--- config.mk ---
export PLATFORM = sky130hd
export DESIGN_NAME = pll_setting_calc
export DESIGN_NICKNAME = d
export VERILOG_FILES = /design/src/rtl/pllcalc_pkg.sv /design/src/rtl/pllcalc_clamp.sv /design/src/rtl/pllcalc_floor.sv /design/src/rtl/pllcalc_divider.sv /design/src/rtl/pll_setting_calc.sv
export SDC_FILE = /design/constraint.sdc
export NUM_CORES = 1
export LEC_CHECK = 0
export CAP_MARGIN = 25
export CORE_MARGIN = 2
export CORE_UTILIZATION = 33
export DETAILED_ROUTE_END_ITERATION = 6
export PLACE_DENSITY_LB_ADDON = 0.1
export SLEW_MARGIN = 0
export SYNTH_ARGS = -nofsm -noshare
export SYNTH_HDL_FRONTEND = slang
export SYNTH_SLANG_ARGS = --single-unit
--- constraint.sdc ---
create_clock -name clk_i -period 3.6 [get_ports clk_i]
set_input_delay 1.08 -clock clk_i [delete_from_list [all_inputs] [get_ports clk_i]]
set_output_delay 1.08 -clock clk_i [all_outputs]
set_load 0.03 [all_outputs]
--- src/rtl/pllcalc_pkg.sv ---
package pllcalc_pkg;

    typedef enum logic [1:0] {
        ST_IDLE   = 2'd0,
        ST_CLAMP  = 2'd1,
        ST_SEARCH = 2'd2,
        ST_DIVIDE = 2'd3
    } calc_state_e;

endpackage

--- src/rtl/pllcalc_clamp.sv ---
module pllcalc_clamp #(
    parameter int W = 32
) (
    input  logic [W-1:0] value_i,
    input  logic [W-1:0] limit_i,
    output logic [W-1:0] value_o
);

    always_comb begin
        if (value_i > limit_i) begin
            value_o = limit_i;
        end else begin
            value_o = value_i;
        end
    end

endmodule

--- src/rtl/pllcalc_floor.sv ---
module pllcalc_floor #(
    parameter int          FREQ_W  = 32,
    parameter int          EXP_MAX = 4,
    parameter logic [63:0] VCO_MIN = 64'd1_000_000_000
) (
    input  logic [FREQ_W-1:0] freq_i,
    output logic [EXP_MAX:0]  meets_o
);

    localparam int EXT_W = FREQ_W + EXP_MAX;
    localparam logic [EXT_W-1:0] FLOOR = EXT_W'(VCO_MIN);

    logic [EXT_W-1:0] freq_ext;
    assign freq_ext = {{EXP_MAX{1'b0}}, freq_i};

    for (genvar g = 0; g <= EXP_MAX; g++) begin : g_cand
        logic [EXT_W-1:0] vco;
        assign vco        = freq_ext << g;
        assign meets_o[g] = (vco >= FLOOR);
    end

endmodule

--- src/rtl/pllcalc_divider.sv ---
module pllcalc_divider #(
    parameter int DVD_W = 64,
    parameter int DVS_W = 32,
    parameter int QUO_W = 32
) (
    input  logic             clk_i,
    input  logic             rst_ni,
    input  logic             load_i,
    input  logic [DVD_W-1:0] dividend_i,
    input  logic [DVS_W-1:0] divisor_i,
    input  logic             step_i,
    output logic             last_o,
    output logic [QUO_W-1:0] quo_nxt_o
);

    localparam int CNT_W = $clog2(DVD_W);
    localparam logic [CNT_W-1:0] LAST_CNT = CNT_W'(DVD_W - 1);

    logic [DVD_W-1:0] dvd_q;
    logic [DVS_W-1:0] dvs_q;
    logic [DVS_W:0]   rem_q;
    logic [QUO_W-1:0] quo_q;
    logic [CNT_W-1:0] cnt_q;

    logic [DVS_W:0]   rem_sh;
    logic [DVS_W:0]   dvs_ext;
    logic             fits;
    logic [DVS_W:0]   rem_nx;

    always_comb begin
        rem_sh  = {rem_q[DVS_W-1:0], dvd_q[DVD_W-1]};
        dvs_ext = {1'b0, dvs_q};
        fits    = (rem_sh >= dvs_ext);
        rem_nx  = fits ? (rem_sh - dvs_ext) : rem_sh;
    end

    assign quo_nxt_o = {quo_q[QUO_W-2:0], fits};
    assign last_o    = (cnt_q == LAST_CNT);

    always_ff @(posedge clk_i or negedge rst_ni) begin
        if (!rst_ni) begin
            dvd_q <= '0;
            dvs_q <= '0;
            rem_q <= '0;
            quo_q <= '0;
            cnt_q <= '0;
        end else if (load_i) begin
            dvd_q <= dividend_i;
            dvs_q <= divisor_i;
            rem_q <= '0;
            quo_q <= '0;
            cnt_q <= '0;
        end else if (step_i) begin
            dvd_q <= {dvd_q[DVD_W-2:0], 1'b0};
            rem_q <= rem_nx;
            quo_q <= quo_nxt_o;
            cnt_q <= cnt_q + 1'b1;
        end
    end


    rem_bound_chk: assert property (@(posedge clk_i) disable iff (!rst_ni)
        step_i |-> (rem_q < {1'b0, dvs_q}));


    step_count_chk: assert property (@(posedge clk_i) disable iff (!rst_ni)
        (step_i && !last_o) |=> (load_i || cnt_q == $past(cnt_q) + 1'b1));

endmodule

--- src/rtl/pll_setting_calc.sv ---
module pll_setting_calc
    import pllcalc_pkg::*;
#(
    parameter int          FREQ_W   = 32,
    parameter int          WORD_W   = 32,
    parameter int          WBITS_W  = 6,
    parameter int          EXP_MAX  = 4,
    parameter int          INT_BITS = 7,
    parameter int          DVD_W    = 64,
    parameter logic [63:0] VCO_MIN  = 64'd1_000_000_000,
    localparam int         EXP_W    = $clog2(EXP_MAX + 1)
) (
    input  logic               clk_i,
    input  logic               rst_ni,
    input  logic               start_i,
    input  logic [FREQ_W-1:0]  target_i,
    input  logic [FREQ_W-1:0]  ref_i,
    input  logic [FREQ_W-1:0]  fmax_i,
    input  logic [WBITS_W-1:0] word_bits_i,
    output logic               busy_o,
    output logic               done_o,
    output logic               err_o,
    output logic [WORD_W-1:0]  word_o,
    output logic [EXP_W-1:0]   exp_o
);

    localparam logic [EXP_W-1:0]   EXP_TOP = EXP_W'(EXP_MAX);
    localparam logic [WBITS_W-1:0] INT_W   = WBITS_W'(INT_BITS);

    calc_state_e state_q, state_d;

    logic [FREQ_W-1:0]  tgt_q;
    logic [FREQ_W-1:0]  ref_q;
    logic [FREQ_W-1:0]  fmax_q;
    logic [WBITS_W-1:0] wbits_q;
    logic [WBITS_W-1:0] frac_q;
    logic [EXP_W-1:0]   exp_q;

    logic [FREQ_W-1:0]  tgt_clamped;
    logic [WBITS_W-1:0] frac_calc;
    logic [EXP_MAX:0]   meets;
    logic               hit;
    logic               ref_zero;
    logic [DVD_W-1:0]   dvd_init;
    logic               div_load;
    logic               div_step;
    logic               div_last;
    logic [WORD_W-1:0]  quo_nxt;

    pllcalc_clamp #(
        .W (FREQ_W)
    ) u_clamp (
        .value_i (tgt_q),
        .limit_i (fmax_q),
        .value_o (tgt_clamped)
    );

    pllcalc_floor #(
        .FREQ_W  (FREQ_W),
        .EXP_MAX (EXP_MAX),
        .VCO_MIN (VCO_MIN)
    ) u_floor (
        .freq_i  (tgt_q),
        .meets_o (meets)
    );

    pllcalc_divider #(
        .DVD_W (DVD_W),
        .DVS_W (FREQ_W),
        .QUO_W (WORD_W)
    ) u_div (
        .clk_i      (clk_i),
        .rst_ni     (rst_ni),
        .load_i     (div_load),
        .dividend_i (dvd_init),
        .divisor_i  (ref_q),
        .step_i     (div_step),
        .last_o     (div_last),
        .quo_nxt_o  (quo_nxt)
    );

    always_comb begin
        frac_calc = (wbits_q > INT_W) ? (wbits_q - INT_W) : '0;
        ref_zero  = (ref_q == '0);
        hit       = meets[exp_q] || (exp_q == EXP_TOP);
        dvd_init  = (DVD_W'(tgt_q) << exp_q) << frac_q;
        div_load  = (state_q == ST_SEARCH) && hit;
        div_step  = (state_q == ST_DIVIDE);
        busy_o    = (state_q != ST_IDLE);
    end

    // state register
    always_ff @(posedge clk_i or negedge rst_ni) begin
        if (!rst_ni) begin
            state_q <= ST_IDLE;
        end else begin
            state_q <= state_d;
        end
    end

    // transitions
    always_comb begin
        state_d = state_q;
        unique case (state_q)
            ST_IDLE:   if (start_i)  state_d = ST_CLAMP;
            ST_CLAMP:  state_d = ref_zero ? ST_IDLE : ST_SEARCH;
            ST_SEARCH: if (hit)      state_d = ST_DIVIDE;
            ST_DIVIDE: if (div_last) state_d = ST_IDLE;
            default:   state_d = ST_IDLE;
        endcase
    end

    // datapath and outputs
    always_ff @(posedge clk_i or negedge rst_ni) begin
        if (!rst_ni) begin
            tgt_q   <= '0;
            ref_q   <= '0;
            fmax_q  <= '0;
            wbits_q <= '0;
            frac_q  <= '0;
            exp_q   <= '0;
            done_o  <= 1'b0;
            err_o   <= 1'b0;
            word_o  <= '0;
            exp_o   <= '0;
        end else begin
            done_o <= 1'b0;
            unique case (state_q)
                ST_IDLE: begin
                    if (start_i) begin
                        tgt_q   <= target_i;
                        ref_q   <= ref_i;
                        fmax_q  <= fmax_i;
                        wbits_q <= word_bits_i;
                    end
                end
                ST_CLAMP: begin
                    tgt_q  <= tgt_clamped;
                    frac_q <= frac_calc;
                    exp_q  <= '0;
                    if (ref_zero) begin
                        done_o <= 1'b1;
                        err_o  <= 1'b1;
                        word_o <= '0;
                        exp_o  <= '0;
                    end
                end
                ST_SEARCH: begin
                    if (!hit) begin
                        exp_q <= exp_q + 1'b1;
                    end
                end
                ST_DIVIDE: begin
                    if (div_last) begin
                        done_o <= 1'b1;
                        err_o  <= 1'b0;
                        word_o <= quo_nxt;
                        exp_o  <= exp_q;
                    end
                end
                default: ;
            endcase
        end
    end


    done_pulse_chk: assert property (@(posedge clk_i) disable iff (!rst_ni)
        done_o |=> !done_o);


    done_not_busy_chk: assert property (@(posedge clk_i) disable iff (!rst_ni)
        done_o |-> !busy_o);


    busy_rise_chk: assert property (@(posedge clk_i) disable iff (!rst_ni)
        (!busy_o && start_i) |=> busy_o);


    start_ignored_chk: assert property (@(posedge clk_i) disable iff (!rst_ni)
        (busy_o && start_i && !div_last && state_q != ST_CLAMP) |=> busy_o);


    exp_range_chk: assert property (@(posedge clk_i) disable iff (!rst_ni)
        exp_q <= EXP_TOP);


    clamp_hold_chk: assert property (@(posedge clk_i) disable iff (!rst_ni)
        (state_q == ST_SEARCH) |-> (tgt_q <= fmax_q));


    err_result_chk: assert property (@(posedge clk_i) disable iff (!rst_ni)
        (done_o && err_o) |-> (word_o == '0 && exp_o == '0));


    result_hold_chk: assert property (@(posedge clk_i) disable iff (!rst_ni)
        (!$past(done_o) && !done_o) |-> ($stable(word_o) && $stable(err_o)));

endmodule

==> results of run 1 <==
## Yosys cell counts, types with 13 or more instances
cell type	instances
o21ai_0	216
mux4_2	67
o211ai_1	44
a21o_1	36
or3_1	23
o21a_1	18
o22ai_1	24
inv_1	95
xnor2_1	13
buf_1	15
a22oi_1	25
dfrtp_1	315
nand3_1	68
nor2_1	80
nand2_1	407
a211o_1	17
mux2_2	95
a21oi_1	83
nor4_1	16
ha_1	68
o221ai_1	13
nand4_1	38
nor3_1	39
clkbuf_1	135
buf_2	31
o31ai_1	23
mux2i_1	97
a211oi_1	25
a31oi_1	31
and3_1	18
## metrics by stage
| stage | hold WS (ns) | setup TNS, ns |
|---|---|---|
| 6_report | 0.463 | 0 |
| 5_1_grt | 0.504 | -0.0311 |
| 3_5_place_dp | 0.462 | 0 |
| 4_1_cts | 0.477 | 0 |
| 3_3_place_gp | 0.459 | 0 |
| 2_1_floorplan | 0.444 | 0 |
## cells by family after synthesis
group,after synthesis
AND/OR/NAND/NOR,757
AO/OA/AOI/OAI,660
flip-flops,315
buffers and inverters,297
multiplexers,266
adder cells (fa/ha/maj),69
XOR/XNOR,21
## cell type report
cell class / instances / area, um2 / area share (%)
antenna: 1 / 2.50 / 0.00950
multi-input combinational: 1773 / 12700 / 48.2
tap: 864 / 1080 / 4.11
inverter: 99 / 372 / 1.41
clock inverter: 12 / 160 / 0.608
timing repair buffer: 306 / 2980 / 11.3
sequential: 315 / 7890 / 30.0
clock buffer: 56 / 1150 / 4.37
## registers in the layout, indices dropped and copies added, names as in the netlist, 31 cells and up, named ones only
| signal | flops |
|---|---|
| word_o | 32 |
| fmax_q | 32 |
| u_div.dvs_q | 32 |
| u_div.dvd_q | 64 |
| u_div.rem_q | 32 |
| tgt_q | 32 |
| u_div.quo_q | 31 |
| ref_q | 32 |
## final timing paths
check / slack (ns) / to / start / cells after the start
setup reg to reg: 0.12 / u_div.dvd_q[63] / tgt_q[12] / 11
setup / recovery: 0.12 / u_div.dvd_q[63] / tgt_q[12] / 11
hold reg to reg: 0.47 / u_div.quo_q[1] / u_div.quo_q[1] / 2
min in group clk_i: 0.47 / u_div.quo_q[1] / u_div.quo_q[1] / 2
hold / removal: 0.46 / u_div.quo_q[18] / rst_ni / 1
max in group asynchronous: 2.34 / u_div.dvd_q[30] / rst_ni / 2
## worst max-delay path, stage by stage, from the launching register on
cell and delay, ns:
dfrtp_1 0.46, buf_4 0.22, nor2_1 0.12, a2111oi_0 0.12, buf_4 0.17, o21ai_0 0.35, a21oi_1 0.14, buf_4 0.17
and4_1 0.30, o31ai_1 0.83, buf_4 0.29, o2111ai_1 0.15
## where the power goes
group          total [W]  switching (W)  leakage, nW  internal (W)
Clock            0.00407        0.00163        0.644       0.00244
Sequential       0.00672        0.00168         3.99       0.00504
Combinational     0.0194         0.0110         6.66       0.00838
Total             0.0302         0.0143         11.3        0.0159
## metal layers
metal / part of all wire, % / track usage (%)
met5: 0 / 0
met4: 2.4 / 5.49
met3: 5.0 / 2.64
met2: 46 / 34.2
met1: 47 / 31.6
## what timing repair did
| action | 4_1_cts | 5_1_grt |
|---|---|---|
| buffers inserted | 0 | 4 |
| setup endpoints to repair | 1 | 38 |
| pin swaps | 0 | 2 |
| gates resized for setup | 1 | 5 |
==> impl_metrics.env, run 1 <==
export IMPL_numCtsBuffers=39
export IMPL_drv_cap=0
export IMPL_area_growth_pct=21.1
export IMPL_track_usage_pct=21.7
export IMPL_tightest_slew_ns=0.965
export IMPL_grt_overflow_total=0
export IMPL_layout_commonest_cell="nand2_1"
export IMPL_nFillCells=6537
export IMPL_grt_pass1_vias=19000
export IMPL_final_nets=2708
export IMPL_yosysWarnings=0
export IMPL_critPathCaptureType="register"
export IMPL_synth_simple_area_share_pct=15.9
export IMPL_yosysSeqAreaShare_pct=36.3
export IMPL_antenna_found_initial=0
export IMPL_muxShareOfSynthArea_pct=17.1
export IMPL_finalSetupViolCount=0
export IMPL_path_clk_slew_ns=0.08
export IMPL_synth_xor_area_share_pct=0.933
export IMPL_final_cell_mix="406 x nand2_1, 311 x dfrtp_1, 215 x o21ai_0"
export IMPL_rows=94
export IMPL_slew_viol_final=0
export IMPL_ys_ff_latch=315
export IMPL_dpl_instance_area_um2=24900
export IMPL_final_cell_count_no_fill=3426
export IMPL_via_count=19400
export IMPL_status="complete, no violations"
export IMPL_synth_async_reset_ratio_pct=100
export IMPL_finish_utilization_pct=40.2
export IMPL_clock_latency_ns=0.58
export IMPL_port_buffers=142
export IMPL_period_minus_slack_ns=3.48
export IMPL_max_clock_path_buffers=3
export IMPL_initial_core_util_pct=33.2
export IMPL_place_gp_congestion=0.910
export IMPL_root_buffer="clkbuf_16"
export IMPL_syn_area_per_cell_um2=9.11
export IMPL_max_freq_ghz=0.288
export IMPL_cts_hold_buffers=0
export IMPL_power_total_w=0.0302
export IMPL_fin_crit_sh_pct=96.6
export IMPL_die_h_um=261
export IMPL_maxSlewHeadroom_pct=35.7
export IMPL_critPathLaunchType="register"
export IMPL_peakVddDrop_uv=443
export IMPL_die_x_um=261
export IMPL_dp_slack_ns=0.0166
export IMPL_design_area_um2=26300
export IMPL_grt_max_degree=132
export IMPL_required_ns=4.01
export IMPL_cts_tree="yes"
export IMPL_wl_per_cell_um=21.6
export IMPL_firstDrtPassIters=5
export IMPL_setup_ws_ns=0.123
export IMPL_synth_area_leader_cell="dfrtp_1"
export IMPL_leakagePower_nw=11.3
export IMPL_synth_top_cell_area_share_pct=36.3
export IMPL_h_tree_depth=2
export IMPL_drt_iter0_drc=1552
export IMPL_drc_errors=0
export IMPL_path_max_fanout=14
export IMPL_core_um2=65500
export IMPL_crit_type="reg -> reg"
export IMPL_hp_class="in -> async"
export IMPL_io_pins=143
export IMPL_powerDensity_nw_per_um2=1150
export IMPL_grt_pass1_wl_um=116000
export IMPL_drt_wl_total_um=73900
export IMPL_skew_ns=0.0305
export IMPL_synth_cell_types=91
export IMPL_rsz0062_at_grt="true"
export IMPL_netlist_area_um2=21700
export IMPL_hold_viol_final=0
export IMPL_crit_arrival_ns=3.89
export IMPL_placedCellCount=3353
export IMPL_synth_compound_gate_area_share_pct=20.0
export IMPL_synth_top_family_by_area="compound AO/OA/AOI/OAI gates"
export IMPL_syn_inst=2385
export IMPL_synthAdderAreaFrac_pct=4.01
export IMPL_yosys_top_cells_area="dfrtp_1 36%, nand2_1 7.0%, mux4_2 6.9%"
export IMPL_vias_per_cell=5.67
export IMPL_clkSinkCount=315
export IMPL_synth_fp_nets=2559
export IMPL_drt_antenna_violating_nets=0
export IMPL_hpwl_um=55100
export IMPL_synth_edf_count=0
export IMPL_synth_ff_type="dfrtp_1"
export IMPL_drive_gt1_share_pct=16.9
export IMPL_dieArea_um2=67900
Note: power is estimated with default switching activity, not from simulation.
==> run 2: changes to the inputs <==
--- a/config.mk
+++ b/config.mk
@@ -6,6 +6,8 @@
 export NUM_CORES = 1
 export LEC_CHECK = 0
 export CAP_MARGIN = 25
+export CELL_PAD_IN_SITES_DETAIL_PLACEMENT = 1
+export CELL_PAD_IN_SITES_GLOBAL_PLACEMENT = 1
 export CORE_MARGIN = 2
 export CORE_UTILIZATION = 33
 export DETAILED_ROUTE_END_ITERATION = 6
==> constraint.sdc (replaced) <==
create_clock -name clk_i -period 3.1 [get_ports clk_i]
set_input_delay 0.93 -clock clk_i [delete_from_list [all_inputs] [get_ports clk_i]]
set_output_delay 0.93 -clock clk_i [all_outputs]
set_load 0.03 [all_outputs]
==> run 2 against run 1 <==
Compared with the run above:
- the flow now finishes with violations (negative setup slack)
- routed wire length rose by 16%
- clock power is 20% higher
- combinational power increased by 48%
- sequential share of layout area down 2.9 points
- non-clock buffer count up 230
- critical path depth fell by 1
- first-iteration DRC count decreased by 18%
- clock skew shrank 0.0068 ns
- flip-flop and latch count unchanged
==> impl_metrics.env, run 2 (same netlist as run 1, synthesis figures left out) <==
export IMPL_required_ns=3.55
export IMPL_max_freq_ghz=0.312
export IMPL_hold_ws_ns=0.309
export IMPL_antenna_cells=0
export IMPL_crit_arrival_ns=3.65
export IMPL_drt_wl_total_um=85500
export IMPL_rows=94
export IMPL_io_pins=143
export IMPL_numCtsBuffers=41
export IMPL_vias_per_cell=5.62
export IMPL_violations="negative setup slack"
export IMPL_firstDrtPassIters=5
export IMPL_place_gp_congestion=0.913
export IMPL_fin_crit_sh_pct=103
export IMPL_grt_max_degree=102
export IMPL_root_buffer="clkbuf_16"
export IMPL_wl_per_cell_um=23.3
export IMPL_critPathLaunchType="register"
export IMPL_hp_class="in -> async"
export IMPL_antenna_found_initial=1
export IMPL_path_max_fanout=6
export IMPL_drive_gt1_share_pct=28.7
export IMPL_grt_pass1_wl_um=130000
export IMPL_drv_cap=0
export IMPL_power_total_w=0.0411
export IMPL_path_clk_slew_ns=0.06
export IMPL_rsz0062_at_grt="true"
export IMPL_drt_antenna_violating_nets=0
export IMPL_cts_tree="yes"
export IMPL_dieArea_um2=67900
export IMPL_cts_hold_buffers=0
export IMPL_hpwl_um=63300
export IMPL_grt_overflow_total=0
export IMPL_h_tree_depth=2
export IMPL_final_nets=2941
export IMPL_final_cell_mix="401 x nand2_1, 326 x buf_4, 298 x dfrtp_1"
export IMPL_drc_errors=0
export IMPL_clkSinkCount=315
export IMPL_track_usage_pct=24.5
export IMPL_grt_pass1_vias=21700
export IMPL_die_h_um=261
export IMPL_finalSetupViolCount=11
export IMPL_core_um2=65500
export IMPL_area_growth_pct=34.3
export IMPL_dpl_instance_area_um2=26400
export IMPL_powerDensity_nw_per_um2=1410
export IMPL_initial_core_util_pct=33.2
export IMPL_via_count=20600
export IMPL_skew_ns=0.0237
export IMPL_nFillCells=7358
export IMPL_slew_viol_final=0
export IMPL_status="complete, but fails checks"
export IMPL_port_buffers=142
export IMPL_largest_register="u_div.dvd_q"
export IMPL_max_clock_path_buffers=3
export IMPL_drt_iter0_drc=1274
export IMPL_design_area_um2=29200
export IMPL_tightest_slew_ns=0.862
export IMPL_leakagePower_nw=12.6
export IMPL_hold_viol_final=0
export IMPL_critPathCaptureType="register"
export IMPL_layout_commonest_cell="nand2_1"
export IMPL_setup_ws_ns=-0.101
export IMPL_crit_type="reg -> reg"
export IMPL_maxSlewHeadroom_pct=42.1
export IMPL_die_x_um=261
export IMPL_clock_latency_ns=0.58
export IMPL_largest_reg_flops=64
export IMPL_period_minus_slack_ns=3.20
export IMPL_peakVddDrop_uv=458
-- run 2: timing repair --
action	in CTS	in global routing
gates cloned	0	7
resized for setup	73	156
pin swaps	17	67
endpoints found under the setup margin	180	179
buffers inserted	15	39
-- run 2: area by class of cell --
class	instances	area (um2)	area share, %
Multi-Input combinational cell	1774	13500	46.1
Sequential cell	315	7910	27.1
Timing Repair Buffer	536	5000	17.1
Clock buffer	63	1240	4.25
Tap cell	864	1080	3.70
Inverter	99	372	1.27
Clock inverter	9	131	0.450
-- run 2: routing by layer --
| layer | routed length [um] | part of all wire [%] | track usage [%] |
|---|---|---|---|
| met1 | 37600 | 44 | 32.3 |
| met2 | 42100 | 49 | 41.8 |
| met3 | 3060 | 3.6 | 3.03 |
| met4 | 2750 | 3.2 | 7.54 |
| met5 | 0 | 0 | 0 |
-- run 2: worst paths after layout --
path / endpoint / cells after the start / slack [ns] / start
setup / recovery: u_div.dvd_q[40] / 10 / -0.10 / frac_q[0]
hold / removal: u_div.quo_q[14] / 1 / 0.31 / rst_ni
setup reg to reg: u_div.dvd_q[40] / 10 / -0.10 / frac_q[0]
hold reg to reg: word_o[12] / 2 / 0.47 / word_o[12]
max in group asynchronous: ref_q[15] / 2 / 2.07 / rst_ni
min in group clk_i: word_o[12] / 2 / 0.47 / word_o[12]
-- run 2: worst max-delay path, cell delays in order (launching register included) --
cell and delay (ns):
dfrtp_4 0.46, buf_6 0.16, buf_4 0.13, mux4_2 0.52
mux4_2 0.52, a22o_1 0.27, a211o_1 0.24, o21a_1 0.14
mux2i_1 0.19, mux2i_1 0.12, a221o_1 0.30
-- run 2: power by group --
part | internal [W] | total (W) | switching (W)
clock network | 0.00293 | 0.00487 | 0.00194
logic | 0.0133 | 0.0287 | 0.0154
registers | 0.00589 | 0.00750 | 0.00161
-- run 2: metrics by stage --
| stage | std cells | setup TNS [ns] | utilization (%) | worst slack (ns) |
|---|---|---|---|---|
| 2_1_floorplan | 2385 | 0 | - | 0.0897 |
| 3_3_place_gp | 3529 | -5.78 | 40.2 | -0.197 |
| 3_5_place_dp | 3529 | -13.20 | 40.2 | -0.261 |
| 4_1_cts | 3616 | -0.504 | 42.9 | -0.0995 |
| 5_1_grt | 3660 | -3.16 | 44.6 | -0.142 |
| 6_report | 3660 | -0.493 | 44.6 | -0.101 |
